--- src/rtl/evt_irq_gate.sv ---
module evt_irq_gate #(
  parameter int LVL_W = 3,
  parameter int DW    = 8
) (
  input  logic             clk,
  input  logic             rst_n,
  input  logic             wr_en,
  input  logic [1:0]       wr_sel,
  input  logic [DW-1:0]    wr_data,
  input  logic [1:0]       rd_sel,
  output logic [DW-1:0]    rd_data,
  input  logic             evt_done,
  input  logic             dma_done,
  input  logic             hp_pending,
  input  logic             cpu_ie,
  input  logic [LVL_W-1:0] cpu_level,
  output logic             irq_req,
  output logic             dma_req
);
  localparam logic [1:0] SEL_FLAG = 2'd0;
  localparam logic [1:0] SEL_EN   = 2'd1;
  localparam logic [1:0] SEL_LVL  = 2'd2;
  localparam logic [1:0] SEL_CTL  = 2'd3;

  logic             flag, en, wmode, dma_sel, dma_pend;
  logic [LVL_W-1:0] prio;

  wire wr_flag = wr_en && (wr_sel == SEL_FLAG);
  wire wr_en_b = wr_en && (wr_sel == SEL_EN);
  wire wr_lvl  = wr_en && (wr_sel == SEL_LVL);
  wire wr_ctl  = wr_en && (wr_sel == SEL_CTL);

  wire gate_open = flag && en && !hp_pending && cpu_ie &&
                   (prio > cpu_level) && !dma_pend;

  always_ff @(posedge clk or negedge rst_n)
    if (!rst_n)        flag <= 1'b0;
    else if (evt_done) flag <= 1'b1;
    else if (wr_flag)  flag <= wmode ? wr_data[0] : (flag & ~wr_data[0]);

  always_ff @(posedge clk or negedge rst_n)
    if (!rst_n)       en <= 1'b0;
    else if (wr_en_b) en <= wr_data[0];

  always_ff @(posedge clk or negedge rst_n)
    if (!rst_n) begin
      wmode   <= 1'b0;
      dma_sel <= 1'b0;
    end else if (wr_ctl) begin
      wmode   <= wr_data[0];
      dma_sel <= wr_data[1];
    end

  always_ff @(posedge clk)
    if (wr_lvl) prio <= wr_data[LVL_W-1:0];

  always_ff @(posedge clk or negedge rst_n)
    if (!rst_n) begin
      dma_pend <= 1'b0;
      dma_req  <= 1'b0;
      irq_req  <= 1'b0;
    end else begin
      dma_req <= evt_done && dma_sel;
      irq_req <= gate_open;
      if (evt_done && dma_sel) dma_pend <= 1'b1;
      else if (dma_done)       dma_pend <= 1'b0;
    end

  always_comb begin
    rd_data = '0;
    case (rd_sel)
      SEL_FLAG: rd_data[0]         = flag;
      SEL_EN:   rd_data[0]         = en;
      SEL_LVL:  rd_data[LVL_W-1:0] = prio;
      default:  rd_data[1:0]       = {dma_sel, wmode};
    endcase
  end
endmodule


--- config.mk ---
export PLATFORM = sky130hd
export DESIGN_NAME = evt_irq_gate
export DESIGN_NICKNAME = d
export VERILOG_FILES = /design/src/rtl/evt_irq_gate.sv
export SDC_FILE = /design/constraint.sdc
export NUM_CORES = 1
export LEC_CHECK = 0
export BUFFER_PORTS_ARGS = -buffer_cell sky130_fd_sc_hd__buf_2
export CAP_MARGIN = 20
export CELL_PAD_IN_SITES_DETAIL_PLACEMENT = 1
export CELL_PAD_IN_SITES_GLOBAL_PLACEMENT = 2
export CORE_MARGIN = 8
export CORE_UTILIZATION = 25
export CTS_CLUSTER_SIZE = 8
export DETAILED_ROUTE_END_ITERATION = 12
export PLACE_DENSITY_LB_ADDON = 0.2
export SYNTH_ARGS = -nofsm -noshare
export SYNTH_HDL_FRONTEND = slang
export SYNTH_SLANG_ARGS = --single-unit
export TNS_END_PERCENT = 50
--- constraint.sdc ---
create_clock -name clk -period 3.5 [get_ports clk]
set_clock_uncertainty 0.2 [all_clocks]
set_input_delay 0.35 -clock clk [delete_from_list [all_inputs] [get_ports clk]]
set_output_delay 0.35 -clock clk [all_outputs]
set_load 0.05 [all_outputs]
==> results.ini <==
[floorplan]
die_w_microns=62.7
core_area_sq_um=2130
initial_utilization_pct=25.6
dieArea_sq_um=3930
io_pins=32
rows=17
die_y_microns=62.7

[clock_tree]
clkLatencyLatePin_ps=260
h-tree-depth=1
cts_buffers=3
path_clk_slew_ps=70
post_cts.repair.setup_buffers=0
clock_path_buffers=2
cts_root_buf=clkbuf_4
cts_tree=yes
cts.hold.buffers_added=1
cts.sinks=10
cts_resized=0

[layout]
fin_util_pct=32.9
area_delta_synth_final_pct=28.2
finalNetCount=99
antennaDiodeCount=0
drive_above_1_share_pct=39.7
finish.instance_area_sq_um=699

[drt]
wire_per_inst_microns=11.9
vias_per_cell=4.19
first_iter_violations=1
detail-route-antenna-nets=0
first_pass_iters=2
wl_microns=1200
remaining_drc_errors=0
num_vias=423

[critical_path]
reg2reg_slack_ps=2110
reg2reg_depth=4
critical_path.endpoint_type=output pin
start_kind=flip-flop
cp.arrival_ps=1370
worstSetupPathType=reg2out
r2r-start=prio[1]$_DFFE_PP_
cp.required_ps=2950
cp_max_fo=4
timing.rr.end=irq_req$_DFF_PN0_

[pwr]
power.leakage_nw=0.347
power.density_nw_per_um2=434
vdd_ir_drop_max_uv=210

[synthesis]
yosys_most_used_dff=dfrtp_1
synth_area_sq_um=546
ys_warn_count=0
synth-seq-area-share_pct=48.6
synth_cells=48
avgSynthCellArea_sq_um=11.4
synth_seq_cells=10
synth-edff-count=3
yosysUniqueCellTypes=22
synthArstFlopShare_pct=70.0

[global_routing]
antenna_found_initial=0
grt_pass1_vias=452
grt_max_degree=8
grt_overflow=0
grt_usage_pct=6.08
grt_pass1_wl_microns=1970

[placement]
place_area_sq_um=663
hpwl_microns=1030
io_buffers=21
gp_congestion=0.686

[timing]
fin_setup_tns_ps=0
finalCriticalPeriod_ps=1920
setup_violations=0
fmaxAchievable_mhz=520
hold_viol=0
min_period_over_period_pct=54.9
finalMaxSlewViolations=0
rsz0062_at_grt=false

[run]
cap_viol_max_count=0

[min_path]
min_path_cells=1
hold-path-endpoint=prio[2]$_DFFE_PP_
hold_path.startpoint=wr_data[2]
hp-class=in2reg

[status]
status=finished, final reports clean

[cells by family after synthesis]
group,share of synthesized area [%]
compound gates,7.11
fa+ha+maj,6.88
flops,48.6
mux,12.2
other cells,0.687
simple gates,14.2
buf+inv,10.3
[routing by layer]
metal	track usage, %	wire length (microns)	up-vias
li1	-	-	209
met3	4.12	111	2
met1	7.19	540	194
met4	1.71	14	0
met5	0	0	-
met2	8.67	532	18
[how the worst max path moves through the flow]
stage | start | end | slack, ps
floorplan | rd_sel[0] | rd_data[1] | 1800
global placement | rd_sel[1] | rd_data[0] | 1760
detailed placement | rd_sel[1] | rd_data[0] | 1760
CTS | wmode$_DFFE_PN0P_ | rd_data[0] | 1560
global route | wmode$_DFFE_PN0P_ | rd_data[0] | 1540
finish | wmode$_DFFE_PN0P_ | rd_data[0] | 1580
[worst max-delay path: stages (launching register included)]
cell	delay (ps)
dfrtp_1	410
mux4_2	470
buf_2	220
[stage by stage]
stage	total power, mW	hold slack (ps)	cells	setup slack, ps
after floorplan	0.201	-146	52	1800
after global placement	0.221	-4.68	96	1760
after detailed placement	0.222	-6.03	96	1760
after CTS	0.307	49.9	101	1560
after global routing	0.319	42.5	101	1540
final	0.303	55.8	101	1580
[final cells by class]
cell class	instances	area, sq um
Fill cell	263	1430
Sequential cell	10	265
Multi-Input combinational cell	32	239
Timing Repair Buffer	22	115
Tap cell	28	35.0
Clock buffer	4	26.3
Inverter	5	18.8
[cell usage after synthesis (2+ instances only)]
| cell | number | area (sq um) |
|---|---|---|
| dfrtp_1 | 7 | 175 |
| buf_4 | 5 | 37.5 |
| inv_1 | 5 | 18.8 |
| edfxtp_1 | 3 | 90.1 |
| ha_1 | 3 | 37.5 |
| mux2_2 | 3 | 33.8 |
| a21o_1 | 2 | 15.0 |
| nand2_1 | 2 | 7.51 |
| nand3_1 | 2 | 10.0 |
| nor2_1 | 2 | 7.51 |
| nor2b_1 | 2 | 12.5 |
| o21ai_0 | 2 | 10.0 |
[layout by cell type, fill, tap and decap left out, types with 2 or more instances in the layout]
| cell | instances |
|---|---|
| a21o_1 | 2 |
| buf_2 | 21 |
| clkbuf_4 | 3 |
| conb_1 | 5 |
| dfrtp_1 | 7 |
| edfxtp_1 | 3 |
| ha_1 | 3 |
| inv_1 | 5 |
| mux2_2 | 3 |
| nand2_1 | 2 |
| nand3_1 | 2 |
| nor2_1 | 2 |
| nor2b_1 | 2 |
| o21ai_0 | 2 |
[sequential cells by signal (all words and copies together), names as in the netlist]
register and count:
en 1, flag 1, dma_req 1, dma_pend 1, dma_sel 1, irq_req 1
prio 3, wmode 1
[where the power goes]
group	total [mW]	internal, mW	switching (mW)
combinational	0.0766	0.0277	0.0489
sequential	0.143	0.133	0.00920
clock	0.0841	0.0441	0.0400
total	0.303	0.205	0.0982
(Power assumes the default switching activity.)
